===== src/rtl/cmd_stream_decoder.sv =====
module cmd_stream_decoder #(
  parameter int DW = 8,
  parameter int AW = 4
) (
  input  logic          clk,
  input  logic          rst_n,
  input  logic          rx_valid,
  input  logic [DW-1:0] rx_data,
  output logic          tx_valid,
  output logic [DW-1:0] tx_data,
  input  logic          tx_ready,
  output logic          cu_req,
  output logic [1:0]    cu_op,
  output logic [AW-1:0] cu_addr,
  output logic [DW-1:0] cu_wdata,
  input  logic          cu_done,
  input  logic [DW-1:0] cu_rdata,
  output logic          overrun
);
  localparam int OPL = DW - 2;
  localparam int ADL = OPL - AW;

  localparam logic [1:0] OP_WRITE = 2'b01;
  localparam logic [1:0] OP_READ  = 2'b11;

  typedef enum logic [2:0] {S_CMD, S_DATA, S_ISSUE, S_BUSY, S_REPLY} state_t;
  state_t state;

  logic [1:0]    op_q;
  logic [AW-1:0] addr_q;
  logic [DW-1:0] wdata_q, reply_q;
  logic          ovr_q;

  wire idle_rx = (state == S_CMD) || (state == S_DATA);

  always_ff @(posedge clk) begin
    if (!rst_n) begin
      state   <= S_CMD;
      op_q    <= '0;
      addr_q  <= '0;
      wdata_q <= '0;
      reply_q <= '0;
      ovr_q   <= 1'b0;
    end else begin
      if (rx_valid && !idle_rx) ovr_q <= 1'b1;
      case (state)
        S_CMD: if (rx_valid) begin
          op_q   <= rx_data[DW-1:OPL];
          addr_q <= rx_data[OPL-1:ADL];
          state  <= (rx_data[DW-1:OPL] == OP_WRITE) ? S_DATA : S_ISSUE;
        end
        S_DATA: if (rx_valid) begin
          wdata_q <= rx_data;
          state   <= S_ISSUE;
        end
        S_ISSUE: state <= S_BUSY;
        S_BUSY: if (cu_done) begin
          if (op_q == OP_READ) begin
            reply_q <= cu_rdata;
            state   <= S_REPLY;
          end else begin
            state <= S_CMD;
          end
        end
        S_REPLY: if (tx_ready) state <= S_CMD;
        default: state <= S_CMD;
      endcase
    end
  end

  assign cu_req   = (state == S_ISSUE);
  assign cu_op    = op_q;
  assign cu_addr  = addr_q;
  assign cu_wdata = wdata_q;
  assign tx_valid = (state == S_REPLY);
  assign tx_data  = reply_q;
  assign overrun  = ovr_q;

  a_r5_req_pulse: assert property (@(posedge clk) disable iff (!rst_n)
    cu_req |=> !cu_req);

  a_r4_req_after_byte: assert property (@(posedge clk) disable iff (!rst_n)
    cu_req |-> $past(rx_valid));

  a_r6_reply_after_done: assert property (@(posedge clk) disable iff (!rst_n)
    $rose(tx_valid) |-> $past(cu_done));

  a_r7_reply_hold: assert property (@(posedge clk) disable iff (!rst_n)
    (tx_valid && !tx_ready) |=> (tx_valid && $stable(tx_data)));

  a_r7_reply_drop: assert property (@(posedge clk) disable iff (!rst_n)
    (tx_valid && tx_ready) |=> !tx_valid);

  a_r8_overrun_sticky: assert property (@(posedge clk) disable iff (!rst_n)
    overrun |=> overrun);

  a_r1_reset_quiet: assert property (@(posedge clk)
    !rst_n |=> (!tx_valid && !cu_req && !overrun));
endmodule


===== config.mk =====
export PLATFORM = sky130hd
export DESIGN_NAME = cmd_stream_decoder
export DESIGN_NICKNAME = d
export VERILOG_FILES = /design/src/rtl/cmd_stream_decoder.sv
export SDC_FILE = /design/constraint.sdc
export NUM_CORES = 1
export LEC_CHECK = 0
export CAP_MARGIN = 15
export CORE_ASPECT_RATIO = 0.7
export CORE_UTILIZATION = 45
export CTS_BUF_LIST = sky130_fd_sc_hd__clkbuf_4
export DETAILED_ROUTE_END_ITERATION = 8
export PLACE_DENSITY = 0.81
export SYNTH_ARGS = -nofsm -noshare
export SYNTH_HDL_FRONTEND = slang
export SYNTH_SLANG_ARGS = --single-unit

===== constraint.sdc =====
create_clock -name clk -period 2.6 [get_ports clk]
set_clock_uncertainty 0.2 [all_clocks]
set_input_delay 0.52 -clock clk [delete_from_list [all_inputs] [get_ports clk]]
set_output_delay 0.52 -clock clk [all_outputs]
set_load 0.005 [all_outputs]

Yosys cells after proc, flatten, opt, wreduce, memory -nomap -nowiden. Index checks and enable logic that the tools add are counted.

Register bits after elaboration: 26. Output and inout port bits: 25. Input bits: 21. Word-level logic and storage cells: 31.

Multiplexer cells: 7. Eq/ne operators: 10. Reduce and logical (&&, ||, !) cells: 8.

Operator list (count): 3-bit 2-to-1 mux (5); 3-bit one-hot mux with 5 select lines (1); 3-bit by 2-bit == test with 1-bit output (second input constant) (2); 2-bit != test (second input constant) (3); 2-bit AND reduction (2); 4-bit AND reduction (1); 3-bit by 1-bit == test with 1-bit output (second input constant) (1); 3-bit == test (second input constant) (1); 3-bit logical NOT (1); 3-bit AND reduction (1); 2-bit by 1-bit == test with 1-bit output (second input constant) (1); 2-bit == test (second input constant) (1); 2-bit 2-to-1 mux (1); 2-bit by 1-bit != test with 1-bit output (second input constant) (1); 1-bit logical AND (1); 1-bit logical NOT (1); 1-bit logical OR (1).

Longest topological paths before layout. Gate-level depths: netlist of the first run.

Depth in word-level cells: 4. Gate-level depth with buffers: 5. Depth with buffers taken out: 3.

Worst setup path after synthesis of the first run. Ideal clock, no wire load.

Path type: register to output. Start point: register state[1]. End point: output cu_req. Cell stages (with the launch flop): 4. Data required time: 1.880 ns. Slack: 1.079 ns. Arrival: 0.801 ns. Buffers on the path: 1. Cell sequence: dfxtp_1 > buf_6 > nand2b_1 > nor2_1.

Cells in the longest elaborated chain, start to end: 1.

Ends and longest elaborated chain: start: declaration (RTL line 27) `state_t state;`; start signal: assignment (RTL line 50) `state <= (rx_data[DW-1:OPL] == OP_WRITE) ? S_DATA : S_ISSUE;`; 3-bit by 2-bit == test with 1-bit output (RTL line 71) `assign cu_req = (state == S_ISSUE);`; end: declaration (RTL line 12) `output logic cu_req,`.

No other way between the ends.

Final worst setup path of the first run.
Start point: register state[2]. End point: output cu_req.

Same word-level chain as after synthesis.

==> results.ini, run 1 <==
[cts]
cts-hold-fix-buffers=0
post_cts_buffers=0
path_clk_slew_ns=0.15
clock_sinks=26
tritoncts=done
cts_root_buf=clkbuf_4
clk_latency_ns=0.33
cts_max_level=1
cts_buffer_depth=2
cts_made_buffers=3
postCtsResizedCells=0

[logic_synthesis]
yosysWarnings=0
syn_area_um2=1160
synth_most_common_cell=dfxtp_1
ys_top_cells_by_area=dfxtp_1, mux2i_1, nor2b_1, a21boi_1, nand3_1
mappedNetlistNets=132
avgSynthCellArea_um2=10.4
synth_flop_cell=dfxtp_1
syn_inst=111
ys_top_cells_by_count=dfxtp_1, nor2b_1, mux2i_1, a21boi_1, nand3_1
synth_top_area_cell=dfxtp_1
synth-edff-count=0
synthArstFlopShare_pct=0
synth.top_cell.area_share_pct=45.0
synth_cell_type_count=29
ys_seq_area_share_pct=45.0
synth_seq_cells=26

[timing]
setup_tns_ns=0
fin_crit_ns=2.47
rsz0062_at_grt=false
fmax_ghz=0.404
fin_hold_ws_ns=0.280
final_hold_viol_count=0
timing.final.crit_share_pct=95.2
relSlewSlack_pct=62.9
setup_violations=0
drv_slew=0
tightest_slew_ns=0.555

[detailed_routing]
antenna_left=0
finalWirelength_um=2540
wire_per_inst_um=13.6
vias=965
viasPerCell=5.16
drcViolationCount=0
dr.pass1.iters=4
drt_iter0_drc=52

[setup_path]
cp-end-kind=output port
crit_path_cell_trace=nand2b_1 > nor2_1 > clkdlybuf4s50_1
slowest_stage=dfxtp_1
cp_data_arrival_time_ns=1.75
cp_top_family=flip-flops
start_kind=flip-flop
cp_slowest_stage_delay_ns=0.57
critPathKind=reg2out
cp_data_required_time_ns=1.88
crit_fanout=10
crit_buf_inv=1

[die]
rows=14
core_area_um2=2280
io_pins=46
initial_core_util_pct=50.8
fp.dieH_um=44.4
fp.dieW_um=62.6
die_area_um2=2780

[power_and_ir_drop]
p_leak_nw=0.556
ir_drop_mv=0.257
p_per_area_nw_per_um2=494

[finish]
final_area_um2=1650
n_antenna_cell=0
fillerInstances=184
num-nets-final=177
fin_cells=187
syn2layout_area_growth_pct=42.4
drive_gt1_share_pct=6.45

[placed_design]
place_congestion=0.806
dp.cells=183
port-buffer-count=45
hpwl_um=1820
postPlaceCellArea_um2=1620

[hold_path]
hold_class=reg2reg

[grt]
grt_max_degree=25
antenna_found_initial=0
grt_pass1_vias=899
grtUsageTotal_pct=19.4
gr-total-overflow=0
grt_pass1_wl_um=4180

[job]
drv_cap=0

[run_status]
status=finished, final reports clean

cell usage in the layout (no fill, tap or decap), types with 2 or more instances in the layout:
cell type / instances
nand3_1: 8
and4bb_1: 2
buf_4: 3
mux2i_1: 14
clkbuf_4: 3
nor2b_1: 15
nor2_1: 2
o21ai_1: 3
dfxtp_1: 26
nand4_1: 2
nor3b_1: 2
o21ai_0: 5
o21a_1: 2
clkdlybuf4s50_1: 45
a21boi_1: 8
logic make-up after synthesis:
| kind of cell | share of synthesized area (%) |
|---|---|
| mux | 12.1 |
| flops | 45.0 |
| compound gates | 14.0 |
| buf+inv | 4.54 |
| simple gates | 24.3 |
layout make-up:
cell class	count	area [um2]	share of cell area, %
clock buffer	3	22.5	1.37
multi-input combinational	76	583	35.4
inverter	1	3.75	0.228
sequential	26	520	31.6
timing repair buffer	48	473	28.7
tap	32	40.0	2.43
clock inverter	1	3.75	0.228
stage by stage:
| stage | power [mW] | setup WS [ns] | util, % |
|---|---|---|---|
| 4_1_cts | 0.820 | 0.124 | 72.3 |
| 6_report | 0.814 | 0.125 | 72.3 |
| 3_5_place_dp | 0.645 | 0.333 | 71.2 |
| 3_3_place_gp | 0.642 | 0.383 | 71.2 |
| 2_1_floorplan | 0.558 | 1.08 | - |
| 5_1_grt | 0.852 | 0.0385 | 72.3 |
worst reg2reg max path, delay by kind of cell (launching register included):
family           cells  cell delay, ns
multiplexers         1            0.26
AND/OR/NAND/NOR      2            0.66
flip-flops           1            0.66
layer usage:
| layer | GRT usage [%] | share of wire [%] | vias up |
|---|---|---|---|
| li1 | - | - | 491 |
| met4 | 2.79 | 0 | 0 |
| met3 | 5.67 | 6.4 | 0 |
| met2 | 31.7 | 45 | 37 |
| met1 | 26.4 | 49 | 437 |
| met5 | 0 | 0 | - |
power breakdown:
group | switching (mW) | total [mW] | internal, mW | leakage (nW)
Clock | 0.120 | 0.176 | 0.0562 | 0.0154
Sequential | 0.0250 | 0.446 | 0.421 | 0.211
Combinational | 0.0758 | 0.192 | 0.116 | 0.329
Total | 0.221 | 0.814 | 0.593 | 0.556
flip-flops by register name, summed over array words and instances, names as in the netlist:
register,cells
cu_wdata,8
tx_data,8
cu_addr,4
state,3
cu_op,2
overrun,1
path summary, 6_finish.rpt:
kind,startpoint,endpoint,slack (ns),depth (start not counted)
setup / recovery,state[2]$_SDFFE_PN0P_,cu_req,0.13,3
hold / removal,overrun$_SDFFE_PN0P_,overrun$_SDFFE_PN0P_,0.28,1
setup reg to reg,state[0]$_SDFFE_PN0P_,cu_wdata[6]$_SDFFE_PN0P_,0.72,3
hold reg to reg,overrun$_SDFFE_PN0P_,overrun$_SDFFE_PN0P_,0.28,1
Power figures use the tool's default switching activity.
==> run 2: changes to the inputs <==
--- a/config.mk
+++ b/config.mk
@@ -9,6 +9,7 @@
 export CORE_ASPECT_RATIO = 0.7
 export CORE_UTILIZATION = 45
 export CTS_BUF_LIST = sky130_fd_sc_hd__clkbuf_4
+export CTS_CLUSTER_DIAMETER = 200
 export DETAILED_ROUTE_END_ITERATION = 8
 export PLACE_DENSITY = 0.81
 export SYNTH_ARGS = -nofsm -noshare
==> results of run 2 <==
Same layout as run 1: the final DEF is identical, and so are final timing and power.
==> run 3: changes to the inputs <==
--- a/config.mk
+++ b/config.mk
@@ -5,13 +5,14 @@
 export SDC_FILE = /design/constraint.sdc
 export NUM_CORES = 1
 export LEC_CHECK = 0
+export ABC_AREA = 1
 export CAP_MARGIN = 15
 export CORE_ASPECT_RATIO = 0.7
 export CORE_UTILIZATION = 45
 export CTS_BUF_LIST = sky130_fd_sc_hd__clkbuf_4
 export CTS_CLUSTER_DIAMETER = 200
 export DETAILED_ROUTE_END_ITERATION = 8
-export PLACE_DENSITY = 0.81
+export PLACE_DENSITY = 0.84
 export SYNTH_ARGS = -nofsm -noshare
 export SYNTH_HDL_FRONTEND = slang
 export SYNTH_SLANG_ARGS = --single-unit
==> results.ini, run 3 <==
[timing]
tightest_slew_ns=0.715  ; was 0.555 ns
relSlewSlack_pct=52.2  ; was 62.9%
timing.final.crit_share_pct=88.2  ; was 95.2%
final_hold_viol_count=0  ; unchanged
setup_violations=0  ; unchanged
rsz0062_at_grt=false  ; unchanged
fin_crit_ns=2.29  ; was 2.47 ns
fmax_ghz=0.436  ; was 0.404 GHz
drv_slew=0  ; unchanged
setup_tns_ns=0  ; unchanged

[setup_path]
timing.rr.end=cu_wdata[6]$_SDFFE_PN0P_  ; unchanged
start_kind=flip-flop  ; unchanged
timing.rr.start=state[1]$_SDFFE_PN0P_  ; was state[0]$_SDFFE_PN0P_
crit_path_cell_trace=nor2_1 > inv_1 > nor2_1 > clkdlybuf4s50_1  ; was nand2b_1 > nor2_1 > clkdlybuf4s50_1
cp_top_family=buffers and inverters  ; was flip-flops
slowest_stage=clkdlybuf4s50_1  ; was dfxtp_1
crit_fanout=6  ; was 10
crit_buf_inv=2  ; was 1
ff2ff_setup_slack_ns=1.13  ; was 0.72 ns
reg2reg_depth=5  ; was 3
cp_data_arrival_time_ns=1.57  ; was 1.75 ns
cp_data_required_time_ns=1.88  ; about the same
cp_slowest_stage_delay_ns=0.50  ; was 0.57 ns
cp-end-kind=output port  ; unchanged
crit_top_cell=nor2_1
critPathKind=reg2out  ; unchanged

[logic_synthesis]
synth_most_common_cell=nor2_1  ; was dfxtp_1
synth_top_area_cell=dfxtp_1  ; unchanged
synth_flop_cell=dfxtp_1  ; unchanged
synthArstFlopShare_pct=0  ; unchanged
avgSynthCellArea_um2=7.47  ; was 10.4 um2
synth-edff-count=0  ; unchanged
yosysWarnings=0  ; unchanged
synth_seq_cells=26  ; unchanged
mappedNetlistNets=157  ; was 132
synth.top_cell.area_share_pct=51.2  ; was 45.0%
ys_seq_area_share_pct=51.2  ; was 45.0%
syn_inst=136  ; was 111
syn_area_um2=1020  ; was 1160 um2
ys_top_cells_by_area=dfxtp_1, nor2_1, o21ai_0, o21ai_1, inv_1  ; was dfxtp_1, mux2i_1, nor2b_1, a21boi_1, nand3_1
synth_cell_type_count=17  ; was 29
ys_top_cells_by_count=nor2_1, dfxtp_1, o21ai_0, inv_1, o21ai_1  ; was dfxtp_1, nor2b_1, mux2i_1, a21boi_1, nand3_1

[detailed_routing]
vias=1035  ; was 965
drcViolationCount=0  ; unchanged
dr.pass1.iters=4  ; unchanged
antenna_left=0  ; unchanged
finalWirelength_um=2440  ; was 2540 um
drt_iter0_drc=40  ; was 52
viasPerCell=4.86  ; was 5.16
wire_per_inst_um=11.4  ; was 13.6 um

[grt]
top_usage_layer=met2  ; unchanged
met2_usage_pct=39.3  ; was 31.7%
gr-total-overflow=0  ; unchanged
grt_pass1_vias=993  ; was 899
grt_max_degree=26  ; was 25
grtUsageTotal_pct=22.2  ; was 19.4%
met3_usage_pct=6.54  ; was 5.67%
antenna_found_initial=0  ; unchanged
grt_pass1_wl_um=4170  ; was 4180 um
gr-usage-met1_pct=26.1  ; was 26.4%

[die]
core_area_um2=1980  ; was 2280 um2
io_pins=46  ; unchanged
die_area_um2=2450  ; was 2780 um2
initial_core_util_pct=51.2  ; was 50.8%
fp.dieW_um=58.8  ; was 62.6 um
rows=13  ; was 14
fp.dieH_um=41.8  ; was 44.4 um

[cts]
post_cts_buffers=0  ; unchanged
cts_made_buffers=3  ; unchanged
clk_latency_ns=0.32  ; was 0.33 ns
tritoncts=done  ; unchanged
cts_max_level=1  ; unchanged
cts-hold-fix-buffers=0  ; unchanged
cts_buffer_depth=2  ; unchanged
clock_sinks=26  ; unchanged
path_clk_slew_ns=0.14  ; was 0.15 ns
cts_root_buf=clkbuf_4  ; unchanged
postCtsResizedCells=0  ; unchanged

[power_and_ir_drop]
switching_share_pct=24.3  ; was 27.1%
ir_drop_mv=0.550  ; was 0.257 mV
power.total_mw=0.892  ; was 0.814 mW
seqPwrFrac_pct=50.0  ; was 54.8%
clkPwrFrac_pct=30.9  ; was 21.6%
p_leak_nw=0.629  ; was 0.556 nW
p_switching_mw=0.217  ; was 0.221 mW
p_int_mw=0.675  ; was 0.593 mW
p_per_area_nw_per_um2=576  ; was 494 nW/um2
power_frac_comb_pct=19.1  ; was 23.6%

[placed_design]
port-buffer-count=45  ; unchanged
hpwl_um=1890  ; was 1820 um
place_congestion=0.831  ; was 0.806

[hold_path]
hold_class=reg2reg  ; unchanged
worstHoldStart=cu_addr[2]$_SDFFE_PN0P_  ; was overrun$_SDFFE_PN0P_
min_to=cu_addr[2]$_SDFFE_PN0P_  ; was overrun$_SDFFE_PN0P_
worstHoldPathCells=2  ; was 1

[finish]
layout_commonest_cell=nor2_1  ; was clkdlybuf4s50_1
final_cell_mix=nor2_1, clkdlybuf4s50_1, dfxtp_1, o21ai_0  ; was clkdlybuf4s50_1, dfxtp_1, nor2b_1, mux2i_1
num-nets-final=205  ; was 177
fillerInstances=150  ; was 184
register_area_um2=520  ; unchanged
drive_gt1_share_pct=7.10  ; was 6.45%
n_antenna_cell=0  ; unchanged
multiInputGateArea_um2=433  ; was 583 um2
syn2layout_area_growth_pct=52.5  ; was 42.4%

[run_status]
status=finished, final reports clean  ; unchanged

[job]
drv_cap=0  ; unchanged

run 3: cell families (layout without fill, tap and decap cells):
group	after synthesis	count (layout)	synth area share, %
simple gates	68	68	29.3
compound gates	27	27	13.3
flops	26	26	51.2
buf+inv	15	62	6.16
run 3: tightest hold or removal path, delay by kind of cell, from the launching register on:
kind          cells  cell delay (ns)
simple gates      2             0.14
flops             1             0.34
run 3: layout make-up:
class | count | area share, %
multi-input cells | 95 | 27.9
flip-flops and latches | 26 | 33.6
repair buffers | 45 | 29.1
well taps | 30 | 2.42
clock inverters | 1 | 1.94
clock buffers | 3 | 1.45
inverters | 13 | 3.55
run 3: stage by stage:
stage               hold slack [ns]  cell area, um2  setup slack [ns]  util, %  std cells
finish                        0.299            1550             0.306     78.1        213
global route                  0.315            1550             0.190     78.1        213
CTS                           0.303            1550             0.310     78.1        213
detailed placement            0.267            1500             0.534     75.4        209
global placement              0.257            1500             0.601     75.4        209
floorplan                     0.263            1020              1.23        -        136
run 3: how the worst max path moves through the flow:
stage,startpoint,endpoint,slack [ns],cells past startpoint
floorplan,state[1]$_SDFFE_PN0P_,tx_valid,1.23,3
global placement,rst_n,cu_wdata[4]$_SDFFE_PN0P_,0.60,3
detailed placement,rst_n,cu_wdata[1]$_SDFFE_PN0P_,0.53,3
CTS,state[1]$_SDFFE_PN0P_,tx_valid,0.31,4
global route,state[1]$_SDFFE_PN0P_,tx_valid,0.19,4
finish,state[1]$_SDFFE_PN0P_,tx_valid,0.31,4
run 3: power groups by stage:
stage,Combinational (mW),Clock (mW),Sequential [mW]
floorplan,0.0737,0,0.454
global placement,0.165,0,0.453
detailed placement,0.170,0,0.455
CTS,0.171,0.280,0.446
global route,0.188,0.299,0.450
finish,0.170,0.276,0.446
run 3: routing by layer:
layer  vias up  part of all wire [%]
met4         0                     0
met2        33                    49
li1        531                     -
met3         0                   4.4
met1       471                    47
met5         -                     0
